File: src/rtl/pwm_chan_pkg.sv
`timescale 1ns/1ps
package pwm_chan_pkg;
    typedef enum logic [2:0] {
        REG_PERIOD   = 3'd0,
        REG_COMPARE  = 3'd1,
        REG_PHASE    = 3'd2,
        REG_RISE_DLY = 3'd3,
        REG_FALL_DLY = 3'd4,
        REG_MODE     = 3'd5
    } reg_sel_e;

    localparam int MODE_PHASE_EN   = 0;
    localparam int MODE_PHASE_DOWN = 1;
    localparam int MODE_SYNC_PASS  = 2;
    localparam int MODE_W          = 3;
endpackage

File: src/rtl/pwm_timebase.sv
`timescale 1ns/1ps
module pwm_timebase #(
    parameter int CNT_W = 16
) (
    input  logic             clk,
    input  logic             rst_n,
    input  logic [CNT_W-1:0] prd_shadow_i,
    input  logic [CNT_W-1:0] phase_i,
    input  logic             phase_en_i,
    input  logic             phase_down_i,
    input  logic             sync_in_i,
    output logic [CNT_W-1:0] cnt_o,
    output logic [CNT_W-1:0] prd_act_o,
    output logic             dir_up_o
);
    localparam logic [CNT_W-1:0] ONE = CNT_W'(1);

    typedef struct packed {
        logic [CNT_W-1:0] cnt;
        logic [CNT_W-1:0] prd;
        logic             up;
    } tb_state_t;

    tb_state_t st_d, st_q;
    logic      sync_ld;

    always_comb begin
        st_d    = st_q;
        sync_ld = phase_en_i && sync_in_i;
        if (st_q.cnt == '0) begin
            st_d.prd = prd_shadow_i;
        end
        if (sync_ld) begin
            st_d.cnt = phase_i;
            st_d.up  = !phase_down_i;
        end else if (st_q.prd == '0) begin
            st_d.cnt = '0;
            st_d.up  = 1'b1;
        end else if (st_q.up) begin
            if (st_q.cnt >= st_q.prd) begin
                st_d.cnt = st_q.cnt - ONE;
                st_d.up  = 1'b0;
            end else begin
                st_d.cnt = st_q.cnt + ONE;
            end
        end else if (st_q.cnt == '0) begin
            st_d.cnt = ONE;
            st_d.up  = 1'b1;
        end else begin
            st_d.cnt = st_q.cnt - ONE;
        end
    end

    always_ff @(posedge clk) begin
        if (!rst_n) begin
            st_q.cnt <= '0;
            st_q.prd <= '0;
            st_q.up  <= 1'b1;
        end else begin
            st_q <= st_d;
        end
    end

    assign cnt_o     = st_q.cnt;
    assign prd_act_o = st_q.prd;
    assign dir_up_o  = st_q.up;

    assert_unit_step_R2: assert property (@(posedge clk) disable iff (!rst_n)
        (!sync_ld && st_q.prd != '0) |=>
        ((st_q.cnt == $past(st_q.cnt) + ONE) || (st_q.cnt == $past(st_q.cnt) - ONE)));

    assert_idle_hold_R2: assert property (@(posedge clk) disable iff (!rst_n)
        (!sync_ld && st_q.prd == '0) |=> (st_q.cnt == '0));

    assert_period_at_zero_R3: assert property (@(posedge clk) disable iff (!rst_n)
        (st_q.cnt == '0) |=> (st_q.prd == $past(prd_shadow_i)));

    assert_phase_load_R9: assert property (@(posedge clk) disable iff (!rst_n)
        sync_ld |=> (st_q.cnt == $past(phase_i)));

    assert_ignore_sync_R10: assert property (@(posedge clk) disable iff (!rst_n)
        (!phase_en_i && st_q.prd != '0) |=> (st_q.cnt != $past(st_q.cnt)));
endmodule

File: src/rtl/pwm_action.sv
`timescale 1ns/1ps
module pwm_action #(
    parameter int CNT_W = 16
) (
    input  logic             clk,
    input  logic             rst_n,
    input  logic [CNT_W-1:0] cmp_shadow_i,
    input  logic [CNT_W-1:0] cnt_i,
    input  logic [CNT_W-1:0] prd_act_i,
    input  logic             dir_up_i,
    output logic             raw_o
);
    typedef struct packed {
        logic [CNT_W-1:0] cmp;
        logic             raw;
    } act_state_t;

    act_state_t st_d, st_q;

    always_comb begin
        st_d = st_q;
        if (cnt_i == '0) begin
            st_d.cmp = cmp_shadow_i;
        end
        if (st_q.cmp >= prd_act_i) begin
            st_d.raw = 1'b0;
        end else if (st_q.cmp == '0) begin
            st_d.raw = 1'b1;
        end else if (cnt_i == st_q.cmp) begin
            st_d.raw = dir_up_i;
        end
    end

    always_ff @(posedge clk) begin
        if (!rst_n) begin
            st_q <= '0;
        end else begin
            st_q <= st_d;
        end
    end

    assign raw_o = st_q.raw;

    assert_compare_at_zero_R3: assert property (@(posedge clk) disable iff (!rst_n)
        (cnt_i == '0) |=> (st_q.cmp == $past(cmp_shadow_i)));

    assert_set_rising_R4: assert property (@(posedge clk) disable iff (!rst_n)
        (dir_up_i && cnt_i == st_q.cmp && st_q.cmp != '0 && st_q.cmp < prd_act_i) |=> st_q.raw);

    assert_clear_falling_R4: assert property (@(posedge clk) disable iff (!rst_n)
        (!dir_up_i && cnt_i == st_q.cmp && st_q.cmp != '0 && st_q.cmp < prd_act_i) |=> !st_q.raw);

    assert_full_low_R5: assert property (@(posedge clk) disable iff (!rst_n)
        (st_q.cmp >= prd_act_i) |=> !st_q.raw);

    assert_full_high_R5: assert property (@(posedge clk) disable iff (!rst_n)
        (st_q.cmp == '0 && prd_act_i != '0) |=> st_q.raw);
endmodule

File: src/rtl/pwm_deadband.sv
`timescale 1ns/1ps
module pwm_deadband #(
    parameter int DB_W = 10
) (
    input  logic            clk,
    input  logic            rst_n,
    input  logic            raw_i,
    input  logic [DB_W-1:0] rise_i,
    input  logic [DB_W-1:0] fall_i,
    output logic            pri_o,
    output logic            comp_o
);
    localparam logic [DB_W-1:0] ONE = DB_W'(1);

    typedef struct packed {
        logic [DB_W-1:0] rcnt;
        logic [DB_W-1:0] fcnt;
        logic            pri;
        logic            comp;
    } db_state_t;

    db_state_t st_d, st_q;

    always_comb begin
        st_d = st_q;
        if (raw_i) begin
            st_d.fcnt = '0;
            if (st_q.rcnt < rise_i) begin
                st_d.rcnt = st_q.rcnt + ONE;
            end
        end else begin
            st_d.rcnt = '0;
            if (st_q.fcnt < fall_i) begin
                st_d.fcnt = st_q.fcnt + ONE;
            end
        end
        st_d.pri  = raw_i && (st_q.rcnt >= rise_i);
        st_d.comp = !raw_i && (st_q.fcnt >= fall_i);
    end

    always_ff @(posedge clk) begin
        if (!rst_n) begin
            st_q <= '0;
        end else begin
            st_q <= st_d;
        end
    end

    assign pri_o  = st_q.pri;
    assign comp_o = st_q.comp;

    assert_never_both_R7: assert property (@(posedge clk) disable iff (!rst_n)
        !(st_q.pri && st_q.comp));

    assert_pri_follows_raw_R6: assert property (@(posedge clk) disable iff (!rst_n)
        $rose(st_q.pri) |-> $past(raw_i));

    assert_comp_follows_raw_R6: assert property (@(posedge clk) disable iff (!rst_n)
        $rose(st_q.comp) |-> !$past(raw_i));
endmodule

File: src/rtl/sync_pwm_channel.sv
`timescale 1ns/1ps
module sync_pwm_channel
    import pwm_chan_pkg::*;
#(
    parameter int CNT_W  = 16,
    parameter int DB_W   = 10,
    parameter int DB_RST = 300
) (
    input  logic             clk,
    input  logic             rst_n,
    input  logic             wr_en,
    input  logic [2:0]       wr_addr,
    input  logic [CNT_W-1:0] wr_data,
    input  logic             sync_in,
    output logic             sync_out,
    output logic [CNT_W-1:0] count,
    output logic             pwm_hi,
    output logic             pwm_lo
);
    localparam logic [DB_W-1:0] DB_INIT = DB_W'(DB_RST);

    typedef struct packed {
        logic [CNT_W-1:0]  prd;
        logic [CNT_W-1:0]  cmp;
        logic [CNT_W-1:0]  phase;
        logic [DB_W-1:0]   rise;
        logic [DB_W-1:0]   fall;
        logic [MODE_W-1:0] mode;
        logic              zero_pulse;
    } top_state_t;

    top_state_t       st_d, st_q;
    logic [CNT_W-1:0] cnt_w;
    logic [CNT_W-1:0] prd_act_w;
    logic             dir_up_w;
    logic             raw_w;

    always_comb begin
        st_d            = st_q;
        st_d.zero_pulse = (cnt_w == '0);
        if (wr_en) begin
            case (wr_addr)
                REG_PERIOD:   st_d.prd   = wr_data;
                REG_COMPARE:  st_d.cmp   = wr_data;
                REG_PHASE:    st_d.phase = wr_data;
                REG_RISE_DLY: st_d.rise  = wr_data[DB_W-1:0];
                REG_FALL_DLY: st_d.fall  = wr_data[DB_W-1:0];
                REG_MODE:     st_d.mode  = wr_data[MODE_W-1:0];
                default:      ;
            endcase
        end
    end

    always_ff @(posedge clk) begin
        if (!rst_n) begin
            st_q.prd        <= '0;
            st_q.cmp        <= '0;
            st_q.phase      <= '0;
            st_q.rise       <= DB_INIT;
            st_q.fall       <= DB_INIT;
            st_q.mode       <= '0;
            st_q.zero_pulse <= 1'b0;
        end else begin
            st_q <= st_d;
        end
    end

    pwm_timebase #(.CNT_W(CNT_W)) u_timebase (
        .clk          (clk),
        .rst_n        (rst_n),
        .prd_shadow_i (st_q.prd),
        .phase_i      (st_q.phase),
        .phase_en_i   (st_q.mode[MODE_PHASE_EN]),
        .phase_down_i (st_q.mode[MODE_PHASE_DOWN]),
        .sync_in_i    (sync_in),
        .cnt_o        (cnt_w),
        .prd_act_o    (prd_act_w),
        .dir_up_o     (dir_up_w)
    );

    pwm_action #(.CNT_W(CNT_W)) u_action (
        .clk          (clk),
        .rst_n        (rst_n),
        .cmp_shadow_i (st_q.cmp),
        .cnt_i        (cnt_w),
        .prd_act_i    (prd_act_w),
        .dir_up_i     (dir_up_w),
        .raw_o        (raw_w)
    );

    pwm_deadband #(.DB_W(DB_W)) u_deadband (
        .clk    (clk),
        .rst_n  (rst_n),
        .raw_i  (raw_w),
        .rise_i (st_q.rise),
        .fall_i (st_q.fall),
        .pri_o  (pwm_hi),
        .comp_o (pwm_lo)
    );

    assign count    = cnt_w;
    assign sync_out = st_q.mode[MODE_SYNC_PASS] ? sync_in : st_q.zero_pulse;

    assert_zero_emits_sync_R8: assert property (@(posedge clk) disable iff (!rst_n)
        (cnt_w == '0 && !st_q.mode[MODE_SYNC_PASS]) |=>
        (sync_out || st_q.mode[MODE_SYNC_PASS]));

    assert_quiet_off_zero_R8: assert property (@(posedge clk) disable iff (!rst_n)
        (cnt_w != '0 && !st_q.mode[MODE_SYNC_PASS] && !wr_en) |=> !sync_out);
endmodule

File: config.mk
export PLATFORM = sky130hd
export DESIGN_NAME = sync_pwm_channel
export DESIGN_NICKNAME = d
export VERILOG_FILES = /design/src/rtl/pwm_chan_pkg.sv /design/src/rtl/pwm_timebase.sv /design/src/rtl/pwm_action.sv /design/src/rtl/pwm_deadband.sv /design/src/rtl/sync_pwm_channel.sv
export SDC_FILE = /design/constraint.sdc
export NUM_CORES = 1
export LEC_CHECK = 0
export BUFFER_PORTS_ARGS = -buffer_cell sky130_fd_sc_hd__buf_4
export CAP_MARGIN = 10
export CORE_ASPECT_RATIO = 1.75
export CORE_MARGIN = 2
export CORE_UTILIZATION = 61
export CTS_CLUSTER_DIAMETER = 60
export DETAILED_ROUTE_END_ITERATION = 8
export PLACE_DENSITY_LB_ADDON = 0.15
export SETUP_SLACK_MARGIN = 0.1
export SYNTH_ARGS = -nofsm -noshare
export SYNTH_HDL_FRONTEND = slang
export SYNTH_SLANG_ARGS = --single-unit
File: constraint.sdc
create_clock -name clk -period 3.45 [get_ports clk]
set_clock_uncertainty 0.1 [all_clocks]
set_input_delay 0.69 -clock clk [delete_from_list [all_inputs] [get_ports clk]]
set_output_delay 0.69 -clock clk [all_outputs]
set_load 0.01 [all_outputs]
* Word-level counts from Yosys, hierarchy flattened
Cells that the tools add are included.
** Operators by class
- $mul :: 0
- Reductions and logical operators :: 19
- Add/sub/neg operators :: 4
- Shift operators :: 0
- Equality and inequality tests :: 6
- $lt $le $gt $ge :: 6
- Div/mod/pow operators :: 0
- Multiplexer cells :: 13
- Bitwise logic cells :: 1
** Operators by type and width (number)
- $mux W16 :: 5
- $logic_not A16 Y1 :: 3
- $ge A16 B16 Y1 :: 2
- $add A10 B1 Y10 const B :: 2
- $ge A10 B10 Y1 :: 2
- $lt A10 B10 Y1 :: 2
- $add A16 B1 Y16 const B :: 1
- $eq A16 B16 Y1 :: 1
- $sub A16 B1 Y16 const B :: 1
- $reduce_and A2 Y1 :: 7
- $mux W1 :: 8
- $eq A3 B2 Y1 const B :: 2
- $eq A3 B3 Y1 const B :: 2
- $reduce_or A2 Y1 :: 2
- $eq A3 B1 Y1 const B :: 1
- $logic_and A1 B1 Y1 :: 3
- $logic_not A3 Y1 :: 1
- $logic_not A1 Y1 :: 2
- $reduce_bool A2 Y1 :: 1
- $not A1 Y1 :: 1
** Storage, ports and cells
- Register bits after elaboration :: 144
- Memory bits (writable) :: 0
- Bits in read-only memories :: 0
- Output and inout bits :: 19
- Bits in latches :: 0
- Memories :: 0

* Depth between registers and ports, before layout
Gate-level depths: netlist of run 1.
- Depth after elaboration :: 5
- Mapped depth :: 10
- Mapped depth without buffers :: 9

* By module
Synthesis of run 1 repeated with hierarchy kept, for this count alone.
** Second synthesis, totals
- Cells, all modules :: 914
- Area, all modules :: 7838.8 um2
** Modules (own cells, without submodules)
- sync_pwm_channel :: instances 1, area each 2727.6 um2, cells each 314, seq. area each 1441.4 um2
- pwm_timebase :: instances 1, area each 2292.2 um2, cells each 272, seq. area each 660.6 um2
- pwm_deadband :: instances 1, area each 1512.7 um2, cells each 189, seq. area each 440.4 um2
- pwm_action :: instances 1, area each 1306.3 um2, cells each 139, seq. area each 340.3 um2

* Worst setup path before layout of run 1
No wires, ideal clock.
- Path kind :: register to register
- Start :: reg u_timebase.st_q (netlist bit u_timebase.cnt_o[14])
- End :: reg u_timebase.st_q (netlist bit u_timebase.cnt_o[11])
- Stages on the path, launching flop included :: 10
- Clock period less this slack :: 2.776 ns
- Arrival :: 2.553 ns
- Setup slack :: 0.674 ns
- Data required time :: 3.228 ns
- Cell sequence :: dfxtp_1 > ha_1 > a21oi_1 > a21boi_0 > or4b_2 > a21oi_1 > buf_2 > mux2_2 > xnor2_1 > o21ai_0
** Between the ends
- Cells in the longest elaborated chain, start to end :: 5
- Elaborated cells on any way between the ends :: 7
- Classes of those cells :: order compare: 1; mux: 5; reduce/logical: 1
** RTL lines
- from (decl) :: RTL line pwm_timebase.sv:24 : tb_state_t st_d, st_q;
- from (signal assigned) :: RTL line pwm_timebase.sv:60 : st_q <= st_d;
- $ge A16 B16 Y1 or $logic_not A16 Y1 (tied branches) :: RTL line pwm_timebase.sv:40, pwm_timebase.sv:46
- $mux W16, on equally long branches :: RTL line pwm_timebase.sv:40, pwm_timebase.sv:46
- $mux W16 (*) :: RTL line pwm_timebase.sv:39 : end else if (st_q.up) begin
- $mux W16 (*) :: RTL line pwm_timebase.sv:36 : end else if (st_q.prd == '0) begin
- $mux W16 (*) :: RTL line pwm_timebase.sv:33 : if (sync_ld) begin
Every way passes the cells marked *; elsewhere a longest branch is shown, timed or not.
A chain may end at the register's enable or synchronous reset.

* Worst setup path in the final report of run 1
- Start :: reg u_timebase.st_q (netlist bit u_timebase.cnt_o[0])
- End :: reg u_timebase.st_q (netlist bit u_timebase.cnt_o[10])
** Between the ends
- Cells in the longest elaborated chain, start to end :: 5
- Elaborated cells on any way between the ends :: 9
- Classes of those cells :: add/sub: 2; order compare: 1; mux: 5; reduce/logical: 1
** RTL lines (RTL line)
- $sub A16 B1 Y16, or another cell as far along :: pwm_timebase.sv:41, pwm_timebase.sv:50
- $mux W16, on equally long branches :: pwm_timebase.sv:46, pwm_timebase.sv:40
- $mux W16 (*) :: pwm_timebase.sv:39
- $mux W16 (*) :: pwm_timebase.sv:36
- $mux W16 (*) :: pwm_timebase.sv:33
Marked as above.

==> results.md, run 1 <==
* CTS root buf: clkbuf_16
* CP arrival at 3.13 ns
* Worst skew pair latency at 0.42 ns
* Worst Setup Start Kind: flip-flop
* Synth warnings at 0
* Tmin final at 2.94 ns
* TritonCTS Sinks at 144
* Grt ovf at 0
* Reg2Reg Depth at 8
* Failing checks: DRC
* # diodes at 0
* Cell area after synthesis at 7160 um2
* Die H at 147 um
* Area Growth Syn to Fin at 15.4%
* Total track usage at 0.331
* Hold buffer count at cts at 0
* Number of gates resized after cts at 0
* Switching Power at 3.74 mW
* Final ANT Viol Nets at 0
* Synth Area per Inst at 7.97 um2
* Worst Hold Depth at 2
* Vias per cell at 6.05
* Unique masters post-synth at 46
* Setup TNS at 0 ns
* Internal power at 5.04 mW
* Drt pass-1 iters at 9
* Final hold violation count at 0
* Max-slew violations at 0
* Fraction of registers with async set/reset at 0
* Layout cells sized above 1 at 0.106
* Power per cell area at 1060 nW/um2
* Via count at 6504
* CP peak stage delay at 0.62 ns
* Initial antenna violation count at 0
* Slew Limit Headroom at 0.578
* Part of the power in registers at 0.228
* Core footprint at 11500 um2
* Pleak at 3.26 nW
* Clock slew at the register clock pins of the worst setup and hold paths at 0.06 ns
* Clock share of power at 0.241
* Crit path max fanout at 17
* DRC at 2
* Worst Hold Class: reg -> reg
* CTS tree: built
* Measured slew at the worst slew-check pin at 0.633 ns
* Max Freq at 341 MHz
* Starting Density at 0.621
* Cell breakdown of the critical path: inv_1 -> ha_1 -> or4b_2 -> or3_1 -> o211ai_4 -> nor2_1 -> a32oi_1 -> o21ai_1
* Worst path slowest cell: or4b_2
* Vias in the first global route at 6428
* DP Wirelength at 15000 um
* First-pass GRT wire length at 32500 um
* Post-DP Area at 7580 um2
* Maximum VDD drop at 799 uV
* Setup Viol. Count Final at 0
* Hold WS at 0.356 ns
* Routed wire length at 20100 um
* Row count at 52
* Pre-CTS WS at 0.552 ns
* Final GP Congestion at 1.01
* Number of synthesized register bits at 144
* Period Utilization, post-route at 0.851
* Status: finished with violations
* Post-synth EDFFs at 0
* Largest net degree at the start of global routing at 85
* Worst Path Required at 3.64 ns
* Worst Setup End Kind: flip-flop
* Die Area at 12600 um2
* Post-synth net total at 977
* Post-CTS setup buffers at 0
* Setup CP Type: reg -> reg
* Initial DRC count at 456
* Slack of the critical path at 0.515 ns
* Logic pwr share at 0.531
* Unrepaired setup endpoints after global routing: no
* Max_cap viols at 0
* Main synth FF type: dfxtp_1
* H-tree lvl count at 4
* Layout Nets at 1006
* I/O pin total at 42
* Switching part of the total power at 0.426
* Finished layout cell area at 8260 um2
* Seq/Total Area, Yosys at 0.403
* Synth Instances at 898
* CTS Buffer Depth at 2
* Count of input and output buffers at 41
* Die width at 85.9 um
* CTS buffer count at 17
* Per-cell routed wire length at 18.7 um
[critical path: cells and delay by family, from the launching register on]
family / cells / cell delay, ns
adders and majority gates: 1 / 0.25
AOI/OAI and AO/OA: 3 / 0.76
buffers and inverters: 1 / 0.19
DFF: 1 / 0.40
and+or+nand+nor: 3 / 1.11
[worst paths after layout]
kind / from / end / slack (ns)
min reg2reg: st_q[63] / st_q[63] / 0.36
max: u_timebase.cnt_o[0] / u_timebase.cnt_o[10] / 0.51
min: st_q[63] / st_q[63] / 0.36
max reg2reg: u_timebase.cnt_o[0] / u_timebase.cnt_o[10] / 0.51
[per-layer routing]
metal	up-vias	share of wire	global-route usage
met1	3085	0.36	0.358
met2	224	0.53	0.586
met5	-	0	0
met3	75	0.042	0.0579
met4	0	0.064	0.197
li1	3120	-	-
[flip-flops by register name (all words and copies together) (netlist names)]
signal and count:
u_action.st_q 16, u_action.raw_o 1, u_deadband.pri_o 1, u_timebase.dir_up_o 1
st_q 72, u_deadband.st_q 20, u_timebase.prd_act_o 16, u_timebase.cnt_o 16
u_deadband.comp_o 1
[per-stage QoR]
step | total power [mW] | utilization | instances
floorplan | 5.49 | - | 898
global placement | 6.52 | 0.658 | 1043
detailed placement | 6.59 | 0.658 | 1043
CTS | 8.74 | 0.717 | 1075
global route | 9.32 | 0.717 | 1075
finish | 8.78 | 0.717 | 1075
[power by group through the flow]
stage	Sequential [mW]	Clock (mW)	Combinational, mW
after CTS	2.00	2.13	4.62
after global placement	2.03	0	4.49
after global routing	2.01	2.20	5.11
final	2.01	2.11	4.67
after detailed placement	2.03	0	4.56
after floorplan	1.99	0	3.50
[cells in the mapped netlist, types with 8 or more instances]
library cell,number,share of area
a21o_1,10,0.010
a21oi_1,111,0.078
clkbuf_1,40,0.021
dfxtp_1,144,0.40
ha_1,56,0.098
inv_1,42,0.022
mux2i_1,15,0.021
nand2_1,228,0.12
nand3_1,15,0.010
nand4_1,21,0.018
nor2_1,39,0.020
nor3_1,8,0.0056
nor4_1,13,0.011
o211ai_1,12,0.013
o21ai_0,28,0.020
or3_1,10,0.0087
xnor2_1,31,0.038
xor2_1,10,0.012
[layout by cell type, fill, tap and decap left out, drive strengths merged, types with 18 or more instances in the layout]
cell | netlist | routed
buf | 6 | 56
inv | 43 | 47
o21ai | 29 | 29
dfxtp | 144 | 144
nand2 | 228 | 228
ha | 56 | 56
xnor2 | 31 | 31
a21oi | 111 | 111
nor2 | 39 | 39
clkbuf | 40 | 18
nand4 | 21 | 21
[cells by family after synthesis]
logic type | Yosys count | synth area share
adder cells (fa/ha/maj) | 56 | 0.0979
XOR/XNOR | 41 | 0.0502
flip-flops | 144 | 0.403
AO/OA/AOI/OAI | 180 | 0.144
multiplexers | 18 | 0.0257
buffers and inverters | 89 | 0.0486
AND/OR/NAND/NOR | 370 | 0.231
[final cells by class]
cell class                      instances  area (um2)
Multi-Input combinational cell        665        3930
Fill cell                             924        3260
Sequential cell                       144        2880
Timing Repair Buffer                   56         433
Clock buffer                           18         429
Clock inverter                         14         253
Tap cell                              135         169
Inverter                               43         161
Note: power is estimated with default switching activity, not from simulation.
==> inputs of run 2 (changes only) <==
Settings changed: CORE_UTILIZATION 61 to 62, SYNTH_HIERARCHICAL set to 1.
==> results.md, run 2 <==
* Vias in the first global route at 6777 (was 6428)
* Worst Hold Depth at 2 (unchanged)
* Worst Path Required at 3.66 ns (was 3.64 ns)
* Setup TNS at 0 ns (unchanged)
* Seq/Total Area, Yosys at 0.368 (was 0.403)
* Commonest cells in the netlist: 144 x dfxtp_1, 135 x nand2_1, 61 x inv_1 (was 228 x nand2_1, 144 x dfxtp_1, 111 x a21oi_1)
* Area Growth Syn to Fin at 13.5% (was 15.4%)
* Top-count cell post-synth: dfxtp_1 (was nand2_1)
* Post-synth net total at 994 (was 977)
* Setup Viol. Count Final at 0 (unchanged)
* DP Wirelength at 15800 um (was 15000 um)
* Number of gates resized after cts at 0 (unchanged)
* Initial antenna violation count at 0 (unchanged)
* Post-CTS setup buffers at 0 (unchanged)
* Yosys top cell by area: dfxtp_1 (unchanged)
* Cell area after synthesis at 7840 um2 (was 7160 um2)
* Worst path slowest cell: a2111oi_0 (was or4b_2)
* Slew Limit Headroom at 0.383 (was 0.578)
* Sink of the worst hold path: st_q[65] (was st_q[63])
* Die width at 89 um (was 85.9 um)
* R2r startpoint: u_timebase/cnt_o[0] (was u_timebase.cnt_o[0])
* Initial DRC count at 469 (was 456)
* Count of input and output buffers at 41 (unchanged)
* TritonCTS Sinks at 144 (unchanged)
* Maximum VDD drop at 543 uV (was 799 uV)
* # diodes at 0 (unchanged)
* Commonest non-fill, non-tap cell in the layout: dfxtp_1 (was nand2_1)
* Synth Instances at 914 (was 898)
* Fraction of registers with async set/reset at 0 (unchanged)
* Synth Area per Inst at 8.58 um2 (was 7.97 um2)
* Worst Hold Class: reg -> reg (unchanged)
* Drt pass-1 iters at 5 (was 9)
* Status: finished clean (was finished with violations)
* Finished layout cell area at 8900 um2 (was 8260 um2)
* Max_cap viols at 0 (unchanged)
* Main synth FF type: dfxtp_1 (unchanged)
* CTS tree: built (unchanged)
* Setup CP Type: reg -> reg (unchanged)
* Die Area at 13600 um2 (was 12600 um2)
* Reg-to-reg slack, setup at 0.38 ns (was 0.51 ns)
* Cell breakdown of the critical path: inv_1 -> ha_1 -> nand2b_1 -> a2111oi_0 -> o41ai_1 -> o31a_4 -> a221o_1 -> a22o_1 (was inv_1 -> ha_1 -> or4b_2 -> or3_1 -> o211ai_4 -> nor2_1 -> a32oi_1 -> o21ai_1)
* Number of synthesized register bits at 144 (unchanged)
* Starting Density at 0.631 (was 0.621)
* Die H at 153 um (was 147 um)
* Unrepaired setup endpoints after global routing: no (unchanged)
* Reg2Reg Capture Point: u_timebase/cnt_o[14] (was u_timebase.cnt_o[10])
* CP peak stage delay at 0.56 ns (was 0.62 ns)
* Routed wire length at 21400 um (was 20100 um)
* Power per cell area at 952 nW/um2 (was 1060 nW/um2)
* Tmin final at 3.07 ns (was 2.94 ns)
* DRC at 0 (was 2)
* Total track usage at 0.328 (was 0.331)
* CTS Buffer Depth at 2 (unchanged)
* Via count at 6892 (was 6504)
* Worst Setup End Kind: flip-flop (unchanged)
* Largest regs: st_q x72, u_deadband/st_q x20 (was st_q x72, u_deadband.st_q x20)
* Measured slew at the worst slew-check pin at 0.921 ns (was 0.633 ns)
* Pleak at 3.60 nW (was 3.26 nW)
* Reg2Reg Depth at 8 (unchanged)
* Largest reg by FF count: st_q (unchanged)
* First-pass GRT wire length at 34700 um (was 32500 um)
* Post-synth EDFFs at 0 (unchanged)
* H-tree lvl count at 4 (unchanged)
* Largest net degree at the start of global routing at 113 (was 85)
* Max Freq at 326 MHz (was 341 MHz)
* Final ANT Viol Nets at 0 (unchanged)
* Row count at 54 (was 52)
* Crit path max fanout at 10 (was 17)
* Worst Setup Start Kind: flip-flop (unchanged)
* Startpoint of the worst hold path: st_q[65] (was st_q[63])
* Max FFs per register at 72 (unchanged)
* Layout cells sized above 1 at 0.110 (was 0.106)
* Layout Nets at 1026 (was 1006)
* I/O pin total at 42 (unchanged)
* Synth top area share at 0.368 (was 0.403)
* Largest cells by area after synthesis: dfxtp_1 37%, ha_1 9.1%, nand2_1 6.5%, mux2i_1 5.5%, xnor2_1 3.0% (was dfxtp_1 40%, nand2_1 12%, ha_1 9.8%, a21oi_1 7.8%, xnor2_1 3.8%)
* Grt ovf at 0 (unchanged)
* Synth warnings at 6 (was 0)
* Hold buffer count at cts at 0 (unchanged)
* Most frequent cells in the layout: 144 x dfxtp_1, 135 x nand2_1, 61 x inv_1 (was 228 x nand2_1, 144 x dfxtp_1, 111 x a21oi_1)
* Worst skew pair latency at 0.42 ns (about the same)
* Clock slew at the register clock pins of the worst setup and hold paths at 0.07 ns (was 0.06 ns)
* Vias per cell at 6.12 (was 6.05)
* Post-DP Area at 8270 um2 (was 7580 um2)
* Final hold violation count at 0 (unchanged)
* Unique masters post-synth at 71 (was 46)
* CTS buffer count at 17 (unchanged)
* Core footprint at 12400 um2 (was 11500 um2)
* CTS root buf: clkbuf_16 (unchanged)
* CP arrival at 3.28 ns (was 3.13 ns)
* Period Utilization, post-route at 0.890 (was 0.851)
* Final GP Congestion at 0.960 (was 1.01)
* Per-cell routed wire length at 19.0 um (was 18.7 um)
* Max-slew violations at 0 (unchanged)
## run 2: cell count changes in the layout (fill, tap and decap cells not counted), sizes merged, moves of 11 or more
cell and delta:
inv +18, nor2b +19, a21boi +39, o211ai -11, a21oi -83, nand3 +32, o21ai +15, nand2 -93
mux2i +28
## run 2: kinds of logic (layout without fill, tap and decap cells)
family,after synthesis,after routing,share of synthesized area
AOI/OAI and AO/OA,174,174,0.151
and+or+nand+nor,352,352,0.235
buffers and inverters,106,150,0.0575
xor gates and xnor gates,36,36,0.0402
muxes,45,45,0.0578
DFF,144,144,0.368
adders and majority gates,57,57,0.0910
## run 2: cell type report
cell class,instances,area [um2]
clock buffer,20,447
clock inverter,11,179
fill,1052,3530
inverter,61,229
multi-input combinational,664,4510
sequential,144,2880
tap,168,210
timing repair buffer,58,445
## run 2: how the worst max path moves through the flow
stage | to | startpoint | slack (ns) | cells past startpoint
after floorplan | u_timebase/cnt_o[12] | u_timebase/cnt_o[0] | 0.53 | 8
after global placement | u_timebase/cnt_o[14] | u_timebase/cnt_o[0] | 0.44 | 8
after detailed placement | u_timebase/cnt_o[14] | u_timebase/cnt_o[0] | 0.37 | 8
after CTS | u_timebase/cnt_o[14] | u_timebase/cnt_o[0] | 0.39 | 8
after global routing | u_timebase/cnt_o[14] | u_timebase/cnt_o[0] | 0.18 | 8
final | u_timebase/cnt_o[14] | u_timebase/cnt_o[0] | 0.38 | 8
## run 2: routing by layer
metal	global-route usage	up-vias	wire (um)
met4	0.150	0	988
met2	0.577	260	11100
li1	-	3289	-
met3	0.0536	71	1070
met1	0.375	3272	8210
met5	0	-	0
## run 2: power by group
part / switching, mW / internal [mW] / leakage (nW)
sequential: 0.215 / 1.81 / 1.17
combinational: 2.52 / 1.96 / 2.13
clock: 0.723 / 1.24 / 0.303
total: 3.46 / 5.01 / 3.60
## run 2: per-stage QoR
stage	total power, mW	instances	util	worst slack (ns)	hold slack, ns
after floorplan	5.35	914	-	0.532	0.332
after global placement	6.31	1094	0.665	0.439	0.341
after detailed placement	6.39	1094	0.665	0.370	0.348
after CTS	8.38	1125	0.715	0.386	0.357
after global routing	8.87	1126	0.716	0.184	0.373
final	8.47	1126	0.716	0.381	0.355
## run 2: critical path: cells and delay by family, from the launching register on
| family | cells | cell delay (ns) |
|---|---|---|
| flip-flops | 1 | 0.54 |
| adder cells (fa/ha/maj) | 1 | 0.31 |
| AO/OA/AOI/OAI | 5 | 1.70 |
| buffers and inverters | 1 | 0.17 |
| AND/OR/NAND/NOR | 1 | 0.13 |
==> inputs of run 3 (changes only) <==
Settings changed: CORE_UTILIZATION 62 to 49, PLACE_DENSITY_LB_ADDON 0.15 to 0.25.
==> results.md, run 3 (synthesis results as in run 2) <==
* Status: finished clean (unchanged)
* Final hold violation count at 0 (unchanged)
* Slack of the critical path at 0.535 ns (was 0.381 ns)
* Total power at 8.43 mW (was 8.47 mW)
* Largest net degree at the start of global routing at 113 (unchanged)
* TritonCTS Sinks at 144 (unchanged)
* DP Wirelength at 16000 um (was 15800 um)
* Drt pass-1 iters at 5 (unchanged)
* Layout cells sized above 1 at 0.117 (was 0.110)
* Worst Hold Class: reg -> reg (unchanged)
* Routed wire length at 21200 um (was 21400 um)
* Maximum VDD drop at 819 uV (was 543 uV)
* Largest regs: st_q x72, u_deadband/st_q x20 (unchanged)
* Worst Hold Depth at 2 (unchanged)
* Slew Limit Headroom at 0.310 (was 0.383)
* I/O pin total at 42 (unchanged)
* Total track usage at 0.254 (was 0.328)
* # diodes at 0 (unchanged)
* Die width at 99.6 um (was 89 um)
* Setup CP Type: reg -> reg (unchanged)
* Final ANT Viol Nets at 0 (unchanged)
* Core footprint at 15800 um2 (was 12400 um2)
* Commonest non-fill, non-tap cell in the layout: dfxtp_1 (unchanged)
* Startpoint of the worst hold path: st_q[65] (unchanged)
* Row count at 61 (was 54)
* Final GP Congestion at 0.952 (was 0.960)
* GRT busiest layer: met2 (unchanged)
* CTS root buf: clkbuf_16 (unchanged)
* Initial DRC count at 359 (was 469)
* Pleak at 3.61 nW (was 3.60 nW)
* Reg2Reg Depth at 6 (was 8)
* Vias per cell at 5.83 (was 6.12)
* Reg2Reg Capture Point: u_timebase/cnt_o[14] (unchanged)
* Multi-input gate area at 4510 um2 (unchanged)
* Crit path max fanout at 11 (was 10)
* Count of input and output buffers at 41 (unchanged)
* Die Area at 17100 um2 (was 13600 um2)
* Critical Path Source: u_timebase/cnt_o[1] (was u_timebase/cnt_o[0])
* Per-cell routed wire length at 18.3 um (was 19.0 um)
* Hold WS at 0.355 ns (about the same)
* Initial antenna violation count at 0 (unchanged)
* Max-slew violations at 0 (unchanged)
* Period Utilization, post-route at 0.845 (was 0.890)
* Hold buffer count at cts at 0 (unchanged)
* Max FFs per register at 72 (unchanged)
* Worst Setup Start Kind: flip-flop (unchanged)
* CTS Buffer Depth at 2 (unchanged)
* DRC at 0 (unchanged)
* Worst skew pair latency at 0.42 ns (about the same)
* Number of gates resized after cts at 0 (unchanged)
* Reg-to-reg slack, setup at 0.54 ns (was 0.38 ns)
* Grt ovf at 0 (unchanged)
* Clock slew at the register clock pins of the worst setup and hold paths at 0.06 ns (was 0.07 ns)
* H-tree lvl count at 4 (unchanged)
* Setup Viol. Count Final at 0 (unchanged)
* Measured slew at the worst slew-check pin at 1.03 ns (was 0.921 ns)
* Most frequent cells in the layout: 144 x dfxtp_1, 135 x nand2_1, 64 x buf_4 (was 144 x dfxtp_1, 135 x nand2_1, 61 x inv_1)
* CTS buffer count at 17 (unchanged)
* Pre-CTS WS at 0.579 ns (was 0.370 ns)
* Post-CTS setup buffers at 0 (unchanged)
* Worst Path Required at 3.67 ns (was 3.66 ns)
* GR Layer Usage met1 at 0.276 (was 0.375)
* Die H at 171 um (was 153 um)
* CP arrival at 3.13 ns (was 3.28 ns)
* CTS tree: built (unchanged)
* Tmin final at 2.91 ns (was 3.07 ns)
* Unrepaired setup endpoints after global routing: no (unchanged)
* R2r startpoint: u_timebase/cnt_o[1] (was u_timebase/cnt_o[0])
* Layout fillers at 1465 (was 1052)
* Max_cap viols at 0 (unchanged)
* Max Freq at 343 MHz (was 326 MHz)
* Layout Nets at 1033 (was 1026)
* Met2 Track Usage GR at 0.472 (was 0.577)
* Area Growth Syn to Fin at 14.1% (was 13.5%)
* Sink of the worst hold path: st_q[65] (unchanged)
* Met3 usage at 0.0406 (was 0.0536)
* Power per cell area at 943 nW/um2 (was 952 nW/um2)
* FF/Latch Area at 2880 um2 (unchanged)
* Via count at 6733 (was 6892)
* Worst Setup End Kind: flip-flop (unchanged)
* Starting Density at 0.496 (was 0.631)
* Largest reg by FF count: st_q (unchanged)
* Vias in the first global route at 6501 (was 6777)
* First-pass GRT wire length at 33700 um (was 34700 um)
* Setup TNS at 0 ns (unchanged)
==> run 3: through the flow <==
stage,cell area [um2],cells,utilization
3_3_place_gp,8350,1123,0.529
2_1_floorplan,7840,914,-
3_5_place_dp,8350,1123,0.529
4_1_cts,8950,1154,0.566
5_1_grt,8950,1154,0.566
6_report,8950,1154,0.566
==> run 3: how the worst max path moves through the flow <==
stage                           endpoint  slack, ns  cells past startpoint
CTS                 u_timebase/cnt_o[14]       0.58                      8
finish              u_timebase/cnt_o[14]       0.54                      6
floorplan           u_timebase/cnt_o[12]       0.53                      8
global placement    u_timebase/cnt_o[14]       0.64                      8
global route        u_timebase/cnt_o[14]       0.32                      8
detailed placement  u_timebase/cnt_o[14]       0.58                      8
==> run 3: power by group <==
part / internal, mW / switching (mW) / total (mW)
registers: 1.81 / 0.135 / 1.95
clock network: 1.14 / 0.732 / 1.87
logic: 2.01 / 2.61 / 4.62
==> run 3: area by class of cell <==
type,count,area share
inverters,61,0.0256
flip-flops and latches,144,0.322
repair buffers,65,0.0559
multi-input cells,664,0.504
well taps,189,0.0264
clock buffers,18,0.0480
clock inverters,13,0.0183
==> run 3: routing by layer <==
layer,part of all wire,vias up
met1,0.39,3193
met3,0.037,55
met4,0.043,0
met5,0,-
met2,0.53,169
li1,-,3316
==> run 3: worst max-delay path: stages (launching register included) <==
cell	delay [ns]
dfxtp_1	0.59
ha_1	0.31
a2111oi_0	0.66
o41ai_1	0.22
o31a_4	0.36
a221o_1	0.36
a22o_1	0.22
